`config.mk`:
```
export PLATFORM = sky130hd
export DESIGN_NAME = wbuf_burst_buffer
export DESIGN_NICKNAME = d
export VERILOG_FILES = /design/src/rtl/wbuf_pkg.sv /design/src/rtl/wbuf_fill.sv /design/src/rtl/wbuf_store.sv /design/src/rtl/wbuf_drain.sv /design/src/rtl/wbuf_burst_buffer.sv
export SDC_FILE = /design/constraint.sdc
export NUM_CORES = 1
export LEC_CHECK = 0
export ABC_AREA = 1
export CORE_AREA = 5 5 308 310
export DETAILED_ROUTE_END_ITERATION = 7
export DIE_AREA = 0 0 313 315
export PLACE_DENSITY = 0.75
export SYNTH_ARGS = -nofsm -noshare
export SYNTH_HDL_FRONTEND = slang
export SYNTH_SLANG_ARGS = --single-unit
```
`constraint.sdc`:
```
create_clock -name clk -period 4.4 [get_ports clk]
set_input_delay 0.88 -clock clk [delete_from_list [all_inputs] [get_ports clk]]
set_output_delay 0.88 -clock clk [all_outputs]
set_load 0.005 [all_outputs]
```
`src/rtl/wbuf_pkg.sv`:
```
package wbuf_pkg;
    localparam int unsigned BEAT_W_DEF = 72;
    localparam int unsigned BEATS_DEF  = 4;
    localparam int unsigned DEPTH_DEF  = 4;

    typedef enum logic {
        DR_IDLE = 1'b0,
        DR_SEND = 1'b1
    } drain_st_e;
endpackage

```
`src/rtl/wbuf_fill.sv`:
```
module wbuf_fill #(
    parameter int unsigned DEPTH = wbuf_pkg::DEPTH_DEF,
    parameter int unsigned BEATS = wbuf_pkg::BEATS_DEF,
    localparam int unsigned EW = (DEPTH > 1) ? $clog2(DEPTH) : 1,
    localparam int unsigned BW = (BEATS > 1) ? $clog2(BEATS) : 1
) (
    input  logic          clk,
    input  logic          rst_n,
    input  logic          frame_vld_i,
    input  logic          room_i,
    output logic          wr_en_o,
    output logic [EW-1:0] wr_ent_o,
    output logic [BW-1:0] wr_beat_o,
    output logic          open_o,
    output logic          complete_o,
    output logic          drop_o
);
    localparam logic [BW-1:0] BEAT_LAST = BW'(BEATS - 1);
    localparam logic [EW-1:0] ENT_LAST  = EW'(DEPTH - 1);

    typedef struct packed {
        logic [EW-1:0] ent;
        logic [BW-1:0] beat;
    } fill_st_t;

    fill_st_t st_d, st_q;
    logic     accept;

    always_comb begin
        st_d   = st_q;
        accept = frame_vld_i && ((st_q.beat != '0) || room_i);
        if (accept) begin
            if (st_q.beat == BEAT_LAST) begin
                st_d.beat = '0;
                st_d.ent  = (st_q.ent == ENT_LAST) ? '0 : st_q.ent + 1'b1;
            end else begin
                st_d.beat = st_q.beat + 1'b1;
            end
        end
    end

    always_ff @(posedge clk or negedge rst_n) begin
        if (!rst_n) st_q <= '0;
        else        st_q <= st_d;
    end

    assign wr_en_o    = accept;
    assign wr_ent_o   = st_q.ent;
    assign wr_beat_o  = st_q.beat;
    assign open_o     = accept && (st_q.beat == '0);
    assign complete_o = accept && (st_q.beat == BEAT_LAST);
    assign drop_o     = frame_vld_i && !accept;
endmodule

```
`src/rtl/wbuf_store.sv`:
```
module wbuf_store #(
    parameter int unsigned BEAT_W = wbuf_pkg::BEAT_W_DEF,
    parameter int unsigned DEPTH  = wbuf_pkg::DEPTH_DEF,
    parameter int unsigned BEATS  = wbuf_pkg::BEATS_DEF,
    localparam int unsigned EW = (DEPTH > 1) ? $clog2(DEPTH) : 1,
    localparam int unsigned BW = (BEATS > 1) ? $clog2(BEATS) : 1
) (
    input  logic              clk,
    input  logic              we_i,
    input  logic [EW-1:0]     w_ent_i,
    input  logic [BW-1:0]     w_beat_i,
    input  logic [BEAT_W-1:0] w_data_i,
    input  logic [EW-1:0]     r_ent_i,
    input  logic [BW-1:0]     r_beat_i,
    output logic [BEAT_W-1:0] r_data_o
);
    localparam int unsigned SLOTS = DEPTH * BEATS;

    logic [BEAT_W-1:0] mem_q [SLOTS];

    always_ff @(posedge clk) begin
        if (we_i) mem_q[{w_ent_i, w_beat_i}] <= w_data_i;
    end

    assign r_data_o = mem_q[{r_ent_i, r_beat_i}];
endmodule

```
`src/rtl/wbuf_drain.sv`:
```
module wbuf_drain #(
    parameter int unsigned DEPTH = wbuf_pkg::DEPTH_DEF,
    parameter int unsigned BEATS = wbuf_pkg::BEATS_DEF,
    localparam int unsigned EW = (DEPTH > 1) ? $clog2(DEPTH) : 1,
    localparam int unsigned BW = (BEATS > 1) ? $clog2(BEATS) : 1
) (
    input  logic          clk,
    input  logic          rst_n,
    input  logic          go_i,
    output logic          start_o,
    output logic [EW-1:0] rd_ent_o,
    output logic [BW-1:0] rd_beat_o,
    output logic          vld_o,
    output logic          last_o
);
    import wbuf_pkg::*;

    localparam logic [BW-1:0] BEAT_LAST = BW'(BEATS - 1);
    localparam logic [EW-1:0] ENT_LAST  = EW'(DEPTH - 1);

    typedef struct packed {
        drain_st_e     st;
        logic [EW-1:0] ent;
        logic [BW-1:0] beat;
    } drain_t;

    drain_t st_d, st_q;
    logic   start;

    always_comb begin
        st_d  = st_q;
        start = (st_q.st == DR_IDLE) && go_i;
        if (start) begin
            st_d.st   = DR_SEND;
            st_d.beat = '0;
        end else if (st_q.st == DR_SEND) begin
            if (st_q.beat == BEAT_LAST) begin
                st_d.st   = DR_IDLE;
                st_d.beat = '0;
                st_d.ent  = (st_q.ent == ENT_LAST) ? '0 : st_q.ent + 1'b1;
            end else begin
                st_d.beat = st_q.beat + 1'b1;
            end
        end
    end

    always_ff @(posedge clk or negedge rst_n) begin
        if (!rst_n) st_q <= '{st: DR_IDLE, ent: '0, beat: '0};
        else        st_q <= st_d;
    end

    assign start_o   = start;
    assign rd_ent_o  = st_q.ent;
    assign rd_beat_o = st_q.beat;
    assign vld_o     = (st_q.st == DR_SEND);
    assign last_o    = (st_q.st == DR_SEND) && (st_q.beat == BEAT_LAST);
endmodule

```
`src/rtl/wbuf_burst_buffer.sv`:
```
module wbuf_burst_buffer #(
    parameter int unsigned BEAT_W = wbuf_pkg::BEAT_W_DEF,
    parameter int unsigned DEPTH  = wbuf_pkg::DEPTH_DEF,
    parameter int unsigned BEATS  = wbuf_pkg::BEATS_DEF,
    localparam int unsigned EW = (DEPTH > 1) ? $clog2(DEPTH) : 1,
    localparam int unsigned BW = (BEATS > 1) ? $clog2(BEATS) : 1,
    localparam int unsigned CW = $clog2(DEPTH + 1)
) (
    input  logic              clk,
    input  logic              rst_n,
    input  logic              wr_frame_vld_i,
    input  logic [BEAT_W-1:0] wr_frame_data_i,
    input  logic              wr_cmd_i,
    output logic              burst_vld_o,
    output logic              burst_last_o,
    output logic [BEAT_W-1:0] burst_data_o,
    output logic [CW-1:0]     ready_cnt_o,
    output logic              overflow_o,
    output logic              underflow_o
);
    localparam logic [CW-1:0] DEPTH_C = CW'(DEPTH);

    typedef struct packed {
        logic [CW-1:0] cnt;   // complete, unclaimed entries
        logic [CW-1:0] pend;  // claimed entries waiting for the drain side
        logic [CW-1:0] used;  // slots holding any data
        logic          ovf;
        logic          udf;
    } occ_t;

    occ_t occ_d, occ_q;

    logic          wr_en, open_ent, complete, drop;
    logic [EW-1:0] wr_ent, rd_ent;
    logic [BW-1:0] wr_beat, rd_beat;
    logic          start, done, cmd_ok;

    wbuf_fill #(.DEPTH(DEPTH), .BEATS(BEATS)) fill_i (
        .clk         (clk),
        .rst_n       (rst_n),
        .frame_vld_i (wr_frame_vld_i),
        .room_i      (occ_q.used != DEPTH_C),
        .wr_en_o     (wr_en),
        .wr_ent_o    (wr_ent),
        .wr_beat_o   (wr_beat),
        .open_o      (open_ent),
        .complete_o  (complete),
        .drop_o      (drop)
    );

    wbuf_store #(.BEAT_W(BEAT_W), .DEPTH(DEPTH), .BEATS(BEATS)) store_i (
        .clk      (clk),
        .we_i     (wr_en),
        .w_ent_i  (wr_ent),
        .w_beat_i (wr_beat),
        .w_data_i (wr_frame_data_i),
        .r_ent_i  (rd_ent),
        .r_beat_i (rd_beat),
        .r_data_o (burst_data_o)
    );

    wbuf_drain #(.DEPTH(DEPTH), .BEATS(BEATS)) drain_i (
        .clk       (clk),
        .rst_n     (rst_n),
        .go_i      (occ_q.pend != '0),
        .start_o   (start),
        .rd_ent_o  (rd_ent),
        .rd_beat_o (rd_beat),
        .vld_o     (burst_vld_o),
        .last_o    (burst_last_o)
    );

    assign done = burst_last_o;

    always_comb begin
        occ_d      = occ_q;
        cmd_ok     = wr_cmd_i && (occ_q.cnt != '0);
        occ_d.cnt  = occ_q.cnt  + CW'(complete) - CW'(cmd_ok);
        occ_d.pend = occ_q.pend + CW'(cmd_ok)   - CW'(start);
        occ_d.used = occ_q.used + CW'(open_ent) - CW'(done);
        occ_d.ovf  = drop;
        occ_d.udf  = wr_cmd_i && !cmd_ok;
    end

    always_ff @(posedge clk or negedge rst_n) begin
        if (!rst_n) occ_q <= '0;
        else        occ_q <= occ_d;
    end

    assign ready_cnt_o = occ_q.cnt;
    assign overflow_o  = occ_q.ovf;
    assign underflow_o = occ_q.udf;


    last_in_burst_chk: assert property (@(posedge clk) disable iff (!rst_n)
        burst_last_o |-> burst_vld_o);

    beats_contig_chk: assert property (@(posedge clk) disable iff (!rst_n)
        (burst_vld_o && !burst_last_o) |=> burst_vld_o);

    gap_after_burst_chk: assert property (@(posedge clk) disable iff (!rst_n)
        burst_last_o |=> !burst_vld_o);

    overflow_full_chk: assert property (@(posedge clk) disable iff (!rst_n)
        overflow_o |-> ($past(occ_q.used) == DEPTH_C));

    underflow_empty_chk: assert property (@(posedge clk) disable iff (!rst_n)
        underflow_o |-> ($past(occ_q.cnt) == '0));

    burst_needs_claim_chk: assert property (@(posedge clk) disable iff (!rst_n)
        $rose(burst_vld_o) |-> ($past(occ_q.pend) != '0));

    accounting_chk: assert property (@(posedge clk) disable iff (!rst_n)
        ({1'b0, occ_q.cnt} + {1'b0, occ_q.pend}) <= {1'b0, occ_q.used});
endmodule

```
# == Word-level counts from Yosys, hierarchy flattened ==
# Memory sizes are Yosys's and may differ from the RTL's.
# Index checks and enable logic that the tools add are counted.
# totals
register_bits,20
mem_bits_rw,1152
elab_cells,56
mem_count,1
# mem_list
name,depth,word_bits,rd,rd_ports_with_merged_regs,write_ports,line,rtl
store_i.mem_q,16,72,1,0,1,wbuf_store.sv:19,logic [BEAT_W-1:0] mem_q [SLOTS];
# classes
n_addsub,10
n_eq_ne,5
n_mux,10
bitwise_logic,2
reduce_logical,18
# op_table
operator,count
two-way mux 2 bit,5
adder 3 x 1 -> 3 bit,3
subtractor 3 x 1 -> 3 bit,3
"adder 2 x 1 -> 2 bit, second input constant",4
"== test 2 bit, second input constant",4
logical AND 1 bit,8
nonzero test 3 bit,2
two-way mux 5 bit,1
nonzero test 2 bit,2
two-way mux 1 bit,3
two-way mux 3 bit,1
"!= test 3 bit, second input constant",1
AND reduction 3 bit,1
logical NOT 1 bit,2
logical NOT 2 bit,1
NOT 1 bit,2
AND reduction 2 bit,1
logical OR 1 bit,1

# == Depth between registers and ports, before layout ==
# logic_depth
word_depth,6
ltp_mapped,12

# == By module ==
# Synthesis repeated with hierarchy kept, for this count alone.
# unflattened
cells_unflattened,4786
area_unflattened_um2,50415.9
# modules_own_cells
mod,instances,cells_each,area_per_inst_um2,seq_area_each_um2
wbuf_store,1,4659,49331.1,34593.2
wbuf_burst_buffer,1,68,610.6,275.3
wbuf_fill,1,32,246.5,100.1
wbuf_drain,1,27,227.7,125.1

# == Least setup slack after synthesis ==
# Ideal clock, no wire load.
# synth_timing
path_kind,input to register
start,input port wr_frame_vld_i
end,memory store_i.mem_q[11][0] (netlist bit) (enable)
setup_ps,503
t_arrival_ps,4261
t_required_ps,3897
setup_slack_ps,-363
stages,4
path_buffers,0
cell_sequence,nand2_1 nor2_1 inv_1 nor2_1
# synth_via
elab_chain_cells,3
# synth_rtl
item,line,rtl
"start, declared",wbuf_burst_buffer.sv:11,"input logic wr_frame_vld_i,"
logical AND 1 bit,wbuf_fill.sv:31,accept = frame_vld_i && ((st_q.beat != '0) || room_i);
two-way mux 1 bit,wbuf_store.sv:22,"if (we_i) mem_q[{w_ent_i, w_beat_i}] <= w_data_i;"
two-way mux 1 bit (implied by the code),wbuf_store.sv:22,
"end, declared",wbuf_store.sv:19,
# No other way between the ends.

# == Worst setup path after layout ==
# layout_timing
start,"register drain_i.st_q, in the netlist drain_i.rd_beat_o[1]"
end,output port burst_data_o[15]
# layout_via
elab_chain_cells,1
# layout_rtl
item,line,rtl
"start, declared",wbuf_drain.sv:27,"drain_t st_d, st_q;"
"start signal, assigned",wbuf_drain.sv:48,"if (!rst_n) st_q <= '{st: DR_IDLE, ent: '0, beat: '0};"
"start signal, assigned",wbuf_drain.sv:49,else st_q <= st_d;
memory read (16 x 72 bit),--,
"end, declared",wbuf_burst_buffer.sv:16,"output logic [BEAT_W-1:0] burst_data_o,"
# No other way between the ends.

==> metrics.txt <==
# TYPE chip_impl_metric gauge
chip_impl_metric{name="critical_path_required",unit="ns"} 3.52
chip_impl_metric{name="core.rowCount",unit=""} 111
chip_impl_metric{name="asyncSetResetFlopFracSynth",unit="%"} 1.71
chip_impl_metric{name="postCtsResizedCells",unit=""} 0
chip_impl_metric{name="path_buf_inv",unit=""} 3
chip_impl_metric{name="final_design_area_no_fill",unit="um2"} 56700
chip_impl_metric{name="die-area",unit="um2"} 98600
chip_impl_info{name="critical-path-top-cell-by-count",value="sky130_fd_sc_hd__nand3_1"} 1
chip_impl_metric{name="min_period_over_period",unit="%"} 95.7
chip_impl_info{name="cts_tree",value="done"} 1
chip_impl_info{name="post_synth_most_frequent_cells",value="sky130_fd_sc_hd__nand2_1, sky130_fd_sc_hd__edfxtp_1, sky130_fd_sc_hd__inv_1"} 1
chip_impl_metric{name="drt_wl_total",unit="mm"} 119
chip_impl_metric{name="drt.antenna.violating_nets",unit=""} 0
chip_impl_metric{name="vdd_ir_drop_max",unit="uV"} 594
chip_impl_metric{name="worstRegToRegCells",unit=""} 10
chip_impl_metric{name="yosys.area.top_type_share",unit="%"} 69.0
chip_impl_info{name="regToRegStartpoint",value="drain_i.rd_beat_o[1]"} 1
chip_impl_metric{name="design.final.nets",unit=""} 4956
chip_impl_metric{name="dr_wl_met2",unit="mm"} 57.6
chip_impl_info{name="path_cells",value="inv_8, buf_12, nand3_1, nand3_1, nand3_1, nand2_1, clkdlybuf4s50_1"} 1
chip_impl_metric{name="fin_worst_skew",unit="ns"} 0.0218
chip_impl_info{name="hold_path_end",value="occ_q[5]"} 1
chip_impl_metric{name="yosysWarnings",unit=""} 0
chip_impl_metric{name="cts_inserted_buffers",unit=""} 114
chip_impl_metric{name="floorplan.initialDensity",unit="%"} 54.9
chip_impl_metric{name="cts_max_level",unit=""} 3
chip_impl_metric{name="place_hpwl",unit="mm"} 58.5
chip_impl_metric{name="worst_slew_pin_slew",unit="ns"} 1.02
chip_impl_metric{name="via_density_per_instance",unit=""} 5.37
chip_impl_metric{name="setup-violations-final",unit=""} 0
chip_impl_metric{name="detail_route.wirelength.met1",unit="mm"} 47.8
chip_impl_metric{name="floorplan.die.height",unit="um"} 315
chip_impl_metric{name="grt_antenna_before_repair",unit=""} 10
chip_impl_metric{name="register_area_share_after_synthesis",unit="%"} 70.0
chip_impl_info{name="synth_top_cell_by_area",value="sky130_fd_sc_hd__edfxtp_1"} 1
chip_impl_metric{name="num_vias",unit=""} 33000
chip_impl_metric{name="regToRegSetupSlack",unit="ns"} 1.26
chip_impl_info{name="worstSetupEndpointType",value="output pin"} 1
chip_impl_metric{name="wl_per_cell",unit="um"} 19.3
chip_impl_info{name="synthMostInstantiatedCell",value="sky130_fd_sc_hd__nand2_1"} 1
chip_impl_metric{name="grt_first_pass_wirelength",unit="mm"} 183
chip_impl_metric{name="syn_avg_cell_area",unit="um2"} 10.5
chip_impl_metric{name="final_layout_size_suffix_gt1_share",unit="%"} 4.92
chip_impl_metric{name="maxCapViolations",unit=""} 0
chip_impl_metric{name="core",unit="um2"} 91400
chip_impl_info{name="clk_root_buffer_cell",value="sky130_fd_sc_hd__clkbuf_16"} 1
chip_impl_metric{name="achievable-frequency",unit="MHz"} 237
chip_impl_metric{name="postCtsSetupBuffers",unit=""} 0
chip_impl_info{name="timing_worst_setup_path_type",value="reg2out"} 1
chip_impl_metric{name="p_leak",unit="uW"} 0.0240
chip_impl_info{name="dominant_cells_by_area_after_synthesis",value="sky130_fd_sc_hd__edfxtp_1, sky130_fd_sc_hd__nand2_1, sky130_fd_sc_hd__nand3_1, sky130_fd_sc_hd__inv_1, sky130_fd_sc_hd__buf_2"} 1
chip_impl_metric{name="syn-instance-count",unit=""} 4761
chip_impl_metric{name="clk_transition_reported_paths",unit="ns"} 0.06
chip_impl_metric{name="timing.hold.ws",unit="ns"} 0.503
chip_impl_metric{name="postSynthNetCount",unit=""} 4856
chip_impl_info{name="rsz0062_at_grt",value="false"} 1
chip_impl_metric{name="synth.distinct_cells",unit=""} 20
chip_impl_metric{name="areaGrowthSynthToFinish",unit="%"} 13.1
chip_impl_metric{name="met3WireLength",unit="mm"} 10.1
chip_impl_metric{name="gpl.final_weighted_congestion",unit=""} 0.756
chip_impl_metric{name="hold_buffers",unit=""} 0
chip_impl_metric{name="timing.max_slew.rel_slack",unit="%"} 32.1
chip_impl_metric{name="port-buffer-count",unit=""} 154
chip_impl_metric{name="worst_ep_arrival_time",unit="ns"} 3.33
chip_impl_metric{name="width_of_the_die",unit="um"} 313
chip_impl_metric{name="drt_iter0_markers",unit=""} 4266
chip_impl_metric{name="first_global_vias",unit=""} 32200
chip_impl_metric{name="ys_ff_latch",unit=""} 1172
chip_impl_metric{name="ctsLongestPathBuffers",unit=""} 3
chip_impl_metric{name="num-fill-cells",unit=""} 6771
chip_impl_metric{name="cts_sinks",unit=""} 1172
chip_impl_metric{name="critical_path_maximum_fanout",unit=""} 68
chip_impl_metric{name="grt_max_degree",unit=""} 185
chip_impl_metric{name="power_density",unit="nW/um2"} 629
chip_impl_info{name="regToRegEndpoint",value="occ_q[4]"} 1
chip_impl_metric{name="clock_latency",unit="ns"} 0.69
chip_impl_metric{name="final_hold_vio_count",unit=""} 0
chip_impl_metric{name="globalRouteOverflowTotal",unit=""} 0
chip_impl_metric{name="total_global_route_track_usage",unit="%"} 23.8
chip_impl_info{name="timing.hold.worst.start",value="occ_q[5]"} 1
chip_impl_metric{name="place_area",unit="um2"} 53200
chip_impl_info{name="timing.hold.worst.class",value="reg2reg"} 1
chip_impl_metric{name="slew_violations",unit=""} 0
chip_impl_info{name="synthFlopType",value="sky130_fd_sc_hd__edfxtp_1"} 1
chip_impl_metric{name="drtPass1Iterations",unit=""} 6
chip_impl_metric{name="finalPower",unit="uW"} 35700
chip_impl_info{name="status",value="finished clean"} 1
chip_impl_info{name="critPathTopFamily",value="buffers and inverters"} 1
chip_impl_info{name="dr.max_layer_used",value="met5"} 1
chip_impl_info{name="crit_path_start_kind",value="flip-flop"} 1
chip_impl_info{name="critical_path.slowest_cell",value="sky130_fd_sc_hd__dfrtp_4"} 1
chip_impl_metric{name="post_synth_instance_area",unit="um2"} 50100
chip_impl_metric{name="max_stage_delay",unit="ns"} 0.67
chip_impl_metric{name="hold_depth",unit=""} 1
chip_impl_metric{name="final.min_clock_period",unit="ns"} 4.21
chip_impl_metric{name="timing.critical_path.depth",unit=""} 7
chip_impl_metric{name="drc",unit=""} 0
chip_impl_metric{name="synth_enable_flop_cells",unit=""} 1152
chip_impl_metric{name="ios",unit=""} 155
==> worst max-delay path by stage <==
stage                    startpoint              endpoint
4_1_cts        drain_i.rd_beat_o[1]      burst_data_o[15]
6_report       drain_i.rd_beat_o[1]      burst_data_o[15]
5_1_grt        drain_i.rd_beat_o[0]      burst_data_o[52]
2_1_floorplan        wr_frame_vld_i  store_i.mem_q[11][0]
3_5_place_dp         wr_frame_vld_i        ready_cnt_o[2]
3_3_place_gp   drain_i.rd_beat_o[1]      burst_data_o[17]
==> report_power, final <==
part	switching, uW	internal (uW)
logic	8370	4330
clock network	4020	5180
registers	353	13400
==> sequential cells by signal, summed over array words and instances (netlist names) <==
signal             count
drain_i.rd_beat_o      2
occ_q                  6
overflow_o             1
drain_i.rd_ent_o       2
drain_i.vld_o          1
store_i.mem_q       1152
underflow_o            1
fill_i.wr_beat_o       2
ready_cnt_o            3
fill_i.wr_ent_o        2
==> cell usage in the layout (no fill, tap or decap), types with 8 or more instances in the layout <==
master and count:
sky130_fd_sc_hd__inv_1 894, sky130_fd_sc_hd__clkdlybuf4s50_1 154, sky130_fd_sc_hd__nor2_1 8, sky130_fd_sc_hd__dfrtp_1 16
sky130_fd_sc_hd__buf_12 40, sky130_fd_sc_hd__buf_4 30, sky130_fd_sc_hd__clkbuf_16 116, sky130_fd_sc_hd__edfxtp_1 1152
sky130_fd_sc_hd__nor2_4 16, sky130_fd_sc_hd__nand2_1 1526, sky130_fd_sc_hd__clkbuf_1 31, sky130_fd_sc_hd__clkinv_2 19
sky130_fd_sc_hd__clkinv_1 29, sky130_fd_sc_hd__nand3_1 866, sky130_fd_sc_hd__ha_1 16
==> per-layer routing <==
metal	track usage (%)	up-vias
met4	7.94	6
met2	39.5	1462
met5	0	-
met1	32.4	15800
met3	4.06	236
li1	-	15600
==> cell families after synthesis <==
kind of cell               after synthesis  synth area share, %
and+or+nand+nor                       2417                 20.3
DFF                                   1172                 70.0
buffers and inverters                 1138                 9.01
adders and majority gates               19                0.519
AOI/OAI and AO/OA                        9               0.0949
xor gates and xnor gates                 6                0.105
==> cell type report <==
cell class / instances / area [um2] / share of cell area, %
diodes: 7 / 17.5 / 0.0309
clock buffers: 147 / 3020 / 5.32
clock inverters: 63 / 492 / 0.867
inverters: 898 / 3390 / 5.98
multi-input cells: 2451 / 10600 / 18.8
flip-flops and latches: 1172 / 35100 / 61.9
well taps: 1186 / 1480 / 2.62
repair buffers: 224 / 2570 / 4.53
==> metrics by stage <==
step / util, % / cells / TNS (ns) / setup slack (ns)
6_report: 62.1 / 6148 / 0 / 0.189
5_1_grt: 62.1 / 6144 / 0 / 0.0507
4_1_cts: 62.0 / 6141 / 0 / 0.162
3_5_place_dp: 58.2 / 5931 / 0 / 0.901
3_3_place_gp: 58.2 / 5931 / 0 / 0.928
2_1_floorplan: - / 4761 / -104.60 / -0.363
Note: power is estimated with default switching activity, not from simulation.
